## config.mk

```make
export PLATFORM = sky130hd
export DESIGN_NAME = syncPhaseAlign
export DESIGN_NICKNAME = d
export VERILOG_FILES = /design/src/rtl/syncPhaseAlign_pkg.sv /design/src/rtl/syncEdgeCtrl.sv /design/src/rtl/clkStateDp.sv /design/src/rtl/syncPhaseAlign.sv
export SDC_FILE = /design/constraint.sdc
export NUM_CORES = 1
export LEC_CHECK = 0
export ABC_AREA = 1
export CAP_MARGIN = 20
export CORE_AREA = 3 3 40 42
export CTS_BUF_LIST = sky130_fd_sc_hd__clkbuf_16
export CTS_CLUSTER_DIAMETER = 60
export CTS_CLUSTER_SIZE = 20
export DETAILED_ROUTE_END_ITERATION = 10
export DIE_AREA = 0 0 43 45
export GPL_TIMING_DRIVEN = 0
export PLACE_DENSITY = 0.73
export SETUP_SLACK_MARGIN = 0.02
export SYNTH_ARGS = -nofsm -noshare
export SYNTH_HDL_FRONTEND = slang
export SYNTH_SLANG_ARGS = --single-unit
```

## constraint.sdc

```tcl
create_clock -name clk -period 2.4 [get_ports clk]
set_clock_uncertainty 0.2 [all_clocks]
set_input_delay 0.48 -clock clk [delete_from_list [all_inputs] [get_ports clk]]
set_output_delay 0.48 -clock clk [all_outputs]
set_load 0.01 [all_outputs]
```

## src/rtl/syncPhaseAlign_pkg.sv

```systemverilog
package syncPhaseAlign_pkg;
  // Strobes from the edge-detect control into the counter datapath
  typedef struct packed {
    logic preset;
  } ctrlStrobeT;
endpackage

```

## src/rtl/syncEdgeCtrl.sv

```systemverilog
module syncEdgeCtrl
  import syncPhaseAlign_pkg::*;
#(
  parameter int SYNC_STAGES = 2,
  parameter int DLY_W       = 3
) (
  input  logic             clk,
  input  logic             rstN,
  input  logic             syncIn,
  input  logic [DLY_W-1:0] delayWord,
  output ctrlStrobeT       strobe
);
  localparam int MAX_DLY = (1 << DLY_W) - 1;

  // Metastability synchronizer
  logic [SYNC_STAGES-1:0] syncChain;
  logic                   synced;

  always_ff @(posedge clk) begin
    if (!rstN) syncChain <= '0;
    else       syncChain <= {syncChain[SYNC_STAGES-2:0], syncIn};
  end
  assign synced = syncChain[SYNC_STAGES-1];

  // Programmable delay line: tap i is the synced input delayed i cycles
  logic [MAX_DLY-1:0] dlyReg;
  logic [MAX_DLY:0]   tap;

  always_ff @(posedge clk) begin
    if (!rstN) dlyReg <= '0;
    else       dlyReg <= {dlyReg[MAX_DLY-2:0], synced};
  end

  generate
    for (genvar i = 0; i <= MAX_DLY; i++) begin : gTap
      if (i == 0) begin : gDirect
        assign tap[i] = synced;
      end else begin : gDelayed
        assign tap[i] = dlyReg[i-1];
      end
    end
  endgenerate

  // Rising-edge detector
  logic selTap;
  logic prevTap;
  logic pulseReg;

  assign selTap = tap[delayWord];

  always_ff @(posedge clk) begin
    if (!rstN) begin
      prevTap  <= 1'b0;
      pulseReg <= 1'b0;
    end else begin
      prevTap  <= selTap;
      pulseReg <= selTap & ~prevTap;
    end
  end

  assign strobe.preset = pulseReg;

  AST_PULSE_SINGLE_CYCLE: assert property (@(posedge clk) disable iff (!rstN)
    pulseReg |=> !pulseReg);
  AST_HELD_HIGH_SILENT: assert property (@(posedge clk) disable iff (!rstN)
    (prevTap && selTap) |=> !pulseReg);
  AST_ZERO_DELAY_LATENCY: assert property (@(posedge clk) disable iff (!rstN)
    (delayWord == '0 && $rose(synced)) |=> pulseReg);
endmodule

```

## src/rtl/clkStateDp.sv

```systemverilog
module clkStateDp
  import syncPhaseAlign_pkg::*;
#(
  parameter int CNT_MOD = 16,
  parameter int PRESET  = 0
) (
  input  logic                       clk,
  input  logic                       rstN,
  input  ctrlStrobeT                 strobe,
  output logic [$clog2(CNT_MOD)-1:0] clkState
);
  localparam int CW = $clog2(CNT_MOD);
  localparam logic [CW-1:0] LAST    = CW'(CNT_MOD - 1);
  localparam logic [CW-1:0] LOADVAL = CW'(PRESET);

  logic [CW-1:0] cnt;

  always_ff @(posedge clk) begin
    if (!rstN)              cnt <= '0;
    else if (strobe.preset) cnt <= LOADVAL;
    else if (cnt == LAST)   cnt <= '0;
    else                    cnt <= cnt + 1'b1;
  end

  assign clkState = cnt;

  initial begin
    AST_PRESET_LEGAL: assert (PRESET < CNT_MOD);
  end

  AST_PRESET_LOAD: assert property (@(posedge clk) disable iff (!rstN)
    strobe.preset |=> (clkState == LOADVAL));
  AST_STEP_ONE: assert property (@(posedge clk) disable iff (!rstN)
    (!strobe.preset && clkState != LAST) |=> (clkState == $past(clkState) + 1'b1));
  AST_WRAP_ZERO: assert property (@(posedge clk) disable iff (!rstN)
    (!strobe.preset && clkState == LAST) |=> (clkState == '0));
  AST_IN_RANGE: assert property (@(posedge clk) disable iff (!rstN)
    (int'(clkState) < CNT_MOD));
endmodule

```

## src/rtl/syncPhaseAlign.sv

```systemverilog
module syncPhaseAlign
  import syncPhaseAlign_pkg::*;
#(
  parameter int SYNC_STAGES = 2,
  parameter int DLY_W       = 3,
  parameter int CNT_MOD     = 16,
  parameter int PRESET      = 0
) (
  input  logic                       clk,
  input  logic                       rstN,
  input  logic                       syncIn,
  input  logic [DLY_W-1:0]           delayWord,
  output logic                       syncPulse,
  output logic [$clog2(CNT_MOD)-1:0] clkState
);
  ctrlStrobeT strobe;

  syncEdgeCtrl #(.SYNC_STAGES(SYNC_STAGES), .DLY_W(DLY_W)) uCtrl (
    .clk(clk), .rstN(rstN), .syncIn(syncIn), .delayWord(delayWord), .strobe(strobe)
  );

  clkStateDp #(.CNT_MOD(CNT_MOD), .PRESET(PRESET)) uDp (
    .clk(clk), .rstN(rstN), .strobe(strobe), .clkState(clkState)
  );

  assign syncPulse = strobe.preset;
endmodule

```

==> metrics.yaml, run 1 <==
layout:
  nFillCells: 120
  multiInputGateArea_sq_um: 181
  final-instance-count-excl-fill: 104
  nets: 97
  seqCellArea_sq_um: 300
  drive_above_1_share_pct: 8.99
  fin_area_sq_um: 766
  layout_commonest_cell: "inv_1"
  diodes: 0
  mostFrequentLayoutCells: "inv_1, nand2_1, dfxtp_1"
  syn_to_final_growth_pct: 34.8
cts:
  cts_resized: 0
  root_buffer: "clkbuf_16"
  ctsHoldBuffers: 0
  cts_made_buffers: 3
  clk_latency_ns: 0.24
  clock_path_buffers: 2
  cts_setup_buffers: 0
  cts_tree: "done"
  clock-sinks: 15
  clkSlewWorstSetupHoldPaths_ns: 0.04
  htreeDepth: 1
route:
  drt_wl_total_microns: 826
  drt-pass1-iter-count: 2
  ant_nets: 0
  vias: 450
  viasPerCell: 4.33
  drt_iter0_drc: 3
  met3_length_microns: 49
  drcViolationCount: 0
  wl_met2_microns: 361
  dr.max_layer_used: "met4"
  wire_per_inst_microns: 7.94
  wl_met1_microns: 393
timing:
  rsz0062_at_grt: "false"
  hold_violations: 0
  fmax_ghz: 0.543
  setup_violations: 0
  drv_slew: 0
  setup-tns-final_ns: 0
  worstMarginPinSlew_ns: 0.222
  hold_slack_ns: 0.200
  fin_crit_ns: 1.84
  slew_headroom_pct: 85.1
  timing.final.crit_share_pct: 76.8
critical_path:
  ff2ff_setup_slack_ns: 1.06
  cp_max_fo: 4
  path_class: "reg2out"
  cp-end-kind: "output pin"
  path_delay_family: "buffers and inverters"
  cp-start-kind: "flop"
  crit_buf_inv: 1
  cp_data_arrival_time_ns: 1.16
  slowest_stage: "clkdlybuf4s50_1"
  slowest_delay_ns: 0.55
  cp_data_required_time_ns: 1.72
  path_cells: "clkdlybuf4s50_1"
floorplan:
  rows: 13
  ios: 11
  initial_core_util_pct: 44.2
  die_h_microns: 45
  die_area_sq_um: 1940
  coreArea_sq_um: 1280
  die_x_microns: 43
power_and_ir_drop:
  ir_worst_vdd_mv: 0.481
  p_leak_uw: 0.000399
  power_density_nw_per_um2: 820
global_routing:
  overflow: 0
  grt_antenna_before_repair: 0
  grt_pass1_wl_mm: 1.49
  grtUsageTotal_pct: 10.9
  grt_pass1_vias: 398
  grt_max_degree: 11
placed_design:
  port_buffers: 10
  dp.cells: 100
  dp_hpwl_microns: 607
  place_congestion: 0.732
  placed_cell_area_sq_um: 687
job:
  maxCapViolations: 0
yosys:
  ys_seq_area_share_pct: 52.9
  yosysTopAreaCell: "dfxtp_1"
  syn_area_sq_um: 568
  ys_warn_count: 0
  syn-num-nets: 82
  synthTopCellsByArea: "dfxtp_1, inv_1, nand2_1"
  synthCells: 75
  ys_ff_latch: 15
  postSynthAreaPerCell_sq_um: 7.57
  synth_top_area_share_pct: 52.9
  ys_types: 14
status:
  status: "finished, final reports clean"
min_path:
  hold_class: "reg2reg"
[flip-flops by register name, indices dropped and copies added, names as in the netlist]
| name | flops |
|---|---|
| uDp.clkState | 4 |
| uCtrl.dlyReg | 7 |
| uCtrl.syncChain | 2 |
| uCtrl.strobe | 1 |
| uCtrl.prevTap | 1 |
[logic make-up after synthesis]
group,Yosys count,synth area share [%]
and+or+nand+nor,34,26.7
buffers and inverters,22,15.2
DFF,15,52.9
adders and majority gates,1,2.20
AOI/OAI and AO/OA,3,3.08
[area by class of cell]
cell class / count / area share [%]
buffer: 1 / 0.980
timing repair buffer: 10 / 13.1
tap: 15 / 2.45
clock inverter: 1 / 0.490
inverter: 21 / 10.3
sequential: 15 / 39.2
multi-input combinational: 38 / 23.7
clock buffer: 3 / 9.80
[metal layers]
layer | global-route usage [%] | up-vias
li1 | - | 242
met1 | 11.1 | 192
met2 | 17.4 | 12
met3 | 3.59 | 4
met4 | 10.8 | 0
met5 | 0 | -
[power breakdown]
group          switching (uW)  internal (uW)  leakage [uW]
Clock                    92.9            220     0.0000423
Combinational            22.4           27.7      0.000235
Sequential               5.88            259      0.000122
[through the flow]
| step | total power, uW | util [%] | setup WS [ns] |
|---|---|---|---|
| 3_5_place_dp | 320 | 53.5 | 0.627 |
| 2_1_floorplan | 296 | - | 1.11 |
| 4_1_cts | 641 | 59.6 | 0.546 |
| 5_1_grt | 659 | 59.6 | 0.499 |
| 6_report | 628 | 59.6 | 0.557 |
| 3_3_place_gp | 320 | 53.5 | 0.638 |
[cell usage after synthesis]
| cell | instances |
|---|---|
| inv_1 | 20 |
| nor2_2 | 2 |
| o21ai_1 | 1 |
| ha_1 | 1 |
| buf_4 | 1 |
| inv_2 | 1 |
| a21oi_1 | 1 |
| o21bai_1 | 1 |
| nand3_2 | 1 |
| nor2_1 | 6 |
| dfxtp_1 | 15 |
| nand3_1 | 4 |
| nand3b_1 | 2 |
| nand2_1 | 19 |
[worst paths after layout]
path / start / to / cells after the start
hold / removal: uCtrl.prevTap / uCtrl.strobe / 1
setup / recovery: uDp.clkState[0] / clkState[0] / 1
setup reg to reg: uDp.clkState[0] / uDp.clkState[3] / 5
hold reg to reg: uCtrl.prevTap / uCtrl.strobe / 1
Note: power is estimated with default switching activity, not from simulation.
==> run 2: changes to the inputs <==
- CORE_AREA: 3 3 40 42 -> default
- CORE_MARGIN: default -> 3
- CORE_UTILIZATION: default -> 42
- DIE_AREA: 0 0 43 45 -> default
- PLACE_DENSITY: 0.73 -> 0.74
- clock period: 2.4 -> 1.5 ns (I/O delays scaled with it)
==> run 2 against run 1 <==
Effect of this change:
- non-clock buffer count stayed put
- register-to-register slack worse by 0.87 ns
- cell count is 0.96% lower
- cell area stayed put
- clock-buffer cell count stayed put
- sequential power is 60% higher
- critical endpoint unchanged
==> metrics.yaml, run 2 (synthesis results as in run 1) <==
critical_path:
  cp_max_fo: 4  # unchanged
  cp-start-kind: "flop"
  cp_data_required_time_ns: 1.00  # -0.72 ns
  path_delay_family: "flip-flops"
  cp-end-kind: "output pin"
  path_class: "reg2out"
  slowest_delay_ns: 0.36  # -0.19 ns
  slowest_stage: "dfxtp_1"
  path_cells: "dlygate4sd2_1"
  cp_data_arrival_time_ns: 0.89  # -0.27 ns
  crit_buf_inv: 1  # unchanged
cts:
  cts_setup_buffers: 0  # unchanged
  ctsHoldBuffers: 0  # unchanged
  clk_latency_ns: 0.24  # about the same
  root_buffer: "clkbuf_16"
  clock-sinks: 15  # unchanged
  htreeDepth: 1  # unchanged
  clkSlewWorstSetupHoldPaths_ns: 0.05  # about the same
  cts_tree: "done"
  cts_made_buffers: 3  # unchanged
  clock_path_buffers: 2  # unchanged
timing:
  hold_violations: 0  # unchanged
  timing.final.crit_share_pct: 92.9
  setup_violations: 0  # unchanged
  fin_crit_ns: 1.39
  drv_slew: 0  # unchanged
  slew_headroom_pct: 83.7  # -1.4 points
  worstMarginPinSlew_ns: 0.244  # +0.0221 ns
  setup-tns-final_ns: 0  # unchanged
  fmax_ghz: 0.717
  rsz0062_at_grt: "false"
route:
  ant_nets: 0  # unchanged
  drcViolationCount: 0  # unchanged
  vias: 438  # -2.7%
  drt-pass1-iter-count: 3  # +1
  wire_per_inst_microns: 9.08  # +14%
  drt_wl_total_microns: 935  # +13%
  drt_iter0_drc: 2  # -1
  viasPerCell: 4.25  # -1.7%
power_and_ir_drop:
  power_density_nw_per_um2: 1310  # +60%
  p_leak_uw: 0.000428  # +7.2%
  ir_worst_vdd_mv: 0.834  # +73%
  power_uw: 1000  # +60%
floorplan:
  die_h_microns: 42.8  # -4.9%
  ios: 11  # unchanged
  initial_core_util_pct: 47.9  # +3.7 points
  die_area_sq_um: 1830  # -5.4%
  coreArea_sq_um: 1190  # -7.7%
  rows: 12  # -1
  die_x_microns: 42.8  # -0.52%
layout:
  layout_commonest_cell: "inv_1"
  drive_above_1_share_pct: 11.2  # +2.2 points
  syn_to_final_growth_pct: 34.8  # unchanged
  fin_util_pct: 64.6  # +5.0 points
  nFillCells: 109  # -9.2%
  mostFrequentLayoutCells: "inv_1, nand2_1, dfxtp_1"
  diodes: 0  # unchanged
  largest_reg_flops: 7  # unchanged
  top_register: "uCtrl.dlyReg"
  nets: 97  # unchanged
global_routing:
  overflow: 0  # unchanged
  grt_antenna_before_repair: 0  # unchanged
  grt_pass1_vias: 442  # +11%
  grtUsageTotal_pct: 13.6  # +2.7 points
  grt_max_degree: 11  # unchanged
  grt_pass1_wl_mm: 1.76  # +18%
min_path:
  hold_class: "reg2reg"
placed_design:
  dp_hpwl_microns: 699  # +15%
  place_congestion: 0.660  # -9.8%
  port_buffers: 10  # unchanged
status:
  status: "finished, final reports clean"
job:
  maxCapViolations: 0  # unchanged
-- run 2: area by class of cell --
type,instances,area [sq um],share of cell area [%]
plain buffers,1,7.51,0.980
clock buffers,3,75.1,9.80
clock inverters,1,5.00,0.654
inverters,21,78.8,10.3
multi-input cells,38,185,24.2
flip-flops and latches,15,300,39.2
well taps,14,17.5,2.29
repair buffers,10,96.3,12.6
-- run 2: worst paths after layout --
path	startpoint	endpoint	slack (ns)	cells past startpoint
worst min-delay path	uCtrl.prevTap	uCtrl.strobe	0.20	1
worst max-delay path	uDp.clkState[0]	clkState[0]	0.11	1
worst max register to register	uDp.clkState[0]	uDp.clkState[3]	0.19	5
worst min register to register	uCtrl.prevTap	uCtrl.strobe	0.20	1
-- run 2: what timing repair did --
action | CTS | global route
resized for setup | 5 | 2
gates cloned | 0 | 0
setup endpoints to repair | 5 | 2
pin swaps | 0 | 0
hold endpoints to repair | 0 | 0
-- run 2: per-stage QoR --
step                      hold WS (ns)  setup slack (ns)  area [sq um]  instances
after floorplan                  0.183             0.214           568         75
after global placement           0.187           -0.0891           686         99
after detailed placement         0.190            -0.129           686         99
after CTS                        0.199            0.0890           759        103
after global routing             0.235            0.0546           766        103
final                            0.197             0.106           766        103
-- run 2: routing by layer --
metal	vias to the layer above	track usage [%]	wire [microns]
met4	0	9.32	24
li1	242	-	-
met5	-	0	0
met3	4	7.63	52
met2	8	20.4	461
met1	184	14.2	396
-- run 2: report_power, final --
group	switching, uW	internal (uW)
Sequential	9.18	415
Combinational	37.5	38.6
Clock	149	355
==> run 3: changes to the inputs <==
- CORE_UTILIZATION: 42 -> 35
- PLACE_DENSITY: 0.74 -> 0.65
==> run 3 against run 2 <==
Effect of this change:
- clock-buffer cell count unchanged
- wire length down 5.2%
- cell area down 0.49%
- total power down 1.4%
- combinational power down 2%
- critical path depth unchanged
- core utilization down 11 points
- worst hold slack worse by 0.00069 ns
- via count up 2.5%
- setup slack worse by 0.0053 ns
- highest routed layer unchanged
==> metrics.yaml, run 3 (synthesis results as in run 1) <==
route:
  viasPerCell: 4.32  # +1.5%
  wire_per_inst_microns: 8.52  # -6.2%
  drt-pass1-iter-count: 4  # +1
  drt_wl_total_microns: 886  # -5.2%
  drt_iter0_drc: 3  # +1
  vias: 449  # +2.5%
  drcViolationCount: 0  # unchanged
  ant_nets: 0  # unchanged
layout:
  mostFrequentLayoutCells: "inv_1, nand2_1, dfxtp_1"
  syn_to_final_growth_pct: 34.1
  drive_above_1_share_pct: 8.99  # -2.2 points
  top_register: "uCtrl.dlyReg"
  fin_area_sq_um: 762  # -0.49%
  final-instance-count-excl-fill: 104  # +0.97%
  layout_commonest_cell: "inv_1"
  largest_reg_flops: 7  # unchanged
  nets: 97  # unchanged
  diodes: 0  # unchanged
  nFillCells: 142  # +30%
power_and_ir_drop:
  power_density_nw_per_um2: 1300  # -0.87%
  p_leak_uw: 0.000428  # about the same
  ir_worst_vdd_mv: 1.23  # +47%
floorplan:
  ios: 11  # unchanged
  die_x_microns: 46.3  # +8.2%
  initial_core_util_pct: 40.1  # -7.7 points
  coreArea_sq_um: 1420  # +19%
  rows: 13  # +1
  die_area_sq_um: 2140  # +17%
  die_h_microns: 46.3  # +8.2%
global_routing:
  grt_pass1_wl_mm: 1.46  # -17%
  grt_antenna_before_repair: 0  # unchanged
  grt_max_degree: 11  # unchanged
  grtUsageTotal_pct: 10.1  # -3.5 points
  grt_pass1_vias: 379  # -14%
  overflow: 0  # unchanged
timing:
  fin_crit_ns: 1.40  # +0.00529 ns
  rsz0062_at_grt: "false"
  hold_violations: 0  # unchanged
  slew_headroom_pct: 85.0  # +1.3 points
  worstMarginPinSlew_ns: 0.223  # -0.0209 ns
  hold_slack_ns: 0.196  # -0.000691 ns
  timing.final.crit_share_pct: 93.3  # +0.35 points
  drv_slew: 0  # unchanged
  fmax_ghz: 0.715  # -0.38%
  setup_violations: 0  # unchanged
placed_design:
  dp_hpwl_microns: 669  # -4.3%
  dp.cells: 100  # +1.0%
  placed_cell_area_sq_um: 687  # +0.18%
  place_congestion: 0.656  # -0.64%
  port_buffers: 10  # unchanged
critical_path:
  slowest_stage: "dfxtp_1"
  cp-start-kind: "flop"
  path_class: "reg2out"
  cp_data_arrival_time_ns: 0.90  # about the same
  slowest_delay_ns: 0.37  # about the same
  cp-end-kind: "output pin"
  worstReg2RegEnd: "uDp.clkState[3]"
  cp_max_fo: 4  # unchanged
  ff2ff_setup_slack_ns: 0.16  # -0.03 ns
  r2r-start: "uDp.clkState[0]"
  reg2reg_depth: 5  # unchanged
  path_delay_family: "flip-flops"
  path_cells: "dlygate4sd2_1"
  crit_buf_inv: 1  # unchanged
  cp_data_required_time_ns: 1.00  # about the same
cts:
  htreeDepth: 1  # unchanged
  clkSlewWorstSetupHoldPaths_ns: 0.05  # about the same
  clock-sinks: 15  # unchanged
  cts_tree: "done"
  ctsHoldBuffers: 0  # unchanged
  cts_resized: 5  # unchanged
  clock_path_buffers: 2  # unchanged
  clk_latency_ns: 0.24  # about the same
  cts_setup_buffers: 0  # unchanged
  root_buffer: "clkbuf_16"
  cts_made_buffers: 3  # unchanged
min_path:
  hold_depth: 1  # unchanged
  holdCritStartpoint: "uCtrl.prevTap"
  hold_end: "uCtrl.strobe"
  hold_class: "reg2reg"
job:
  maxCapViolations: 0  # unchanged
status:
  status: "finished, final reports clean"
run 3: cell types whose count changed in the layout (fill, tap and decap cells not counted):
cell	change
clkinv_2	-1
o21ai_2	-1
o21ai_1	+1
inv_1	+1
run 3: layer usage:
layer	track usage, %	share of wire, %	vias up
li1	-	-	244
met2	14.6	47	6
met1	11.0	47	197
met5	0	0	-
met3	7.03	5.2	2
met4	5.11	0.90	0
run 3: worst max path at each step:
stage / from / endpoint / slack (ns) / cells past startpoint
finish: uDp.clkState[2] / clkState[2] / 0.10 / 1
global route: uDp.clkState[0] / clkState[0] / 0.06 / 1
CTS: uDp.clkState[2] / clkState[2] / 0.09 / 1
detailed placement: delayWord[0] / uCtrl.strobe / -0.13 / 7
global placement: delayWord[0] / uCtrl.strobe / -0.1 / 7
floorplan: uDp.clkState[0] / uDp.clkState[3] / 0.21 / 5
run 3: cell type report:
class | instances | area, sq um | share of cell area [%]
inverter | 21 | 78.8 | 10.3
sequential | 15 | 300 | 39.4
clock buffer | 3 | 75.1 | 9.85
timing repair buffer | 10 | 96.3 | 12.6
buffer | 1 | 7.51 | 0.985
multi-input combinational | 38 | 181 | 23.8
tap | 15 | 18.8 | 2.46
clock inverter | 1 | 3.75 | 0.493
run 3: metrics by stage:
| stage | utilization [%] | setup TNS (ns) | worst slack, ns | power (uW) |
|---|---|---|---|---|
| after floorplan | - | 0 | 0.214 | 473 |
| after global placement | 48.5 | -0.227 | -0.0961 | 512 |
| after detailed placement | 48.5 | -0.281 | -0.128 | 514 |
| after CTS | 53.7 | 0 | 0.0856 | 1010 |
| after global routing | 53.8 | 0 | 0.0638 | 1040 |
| final | 53.8 | 0 | 0.101 | 991 |
run 3: power breakdown:
group	internal (uW)	switching (uW)	leakage, uW
combinational	38.1	36.3	0.000264
sequential	415	9.50	0.000122
clock	351	141	0.0000423
total	804	186	0.000428
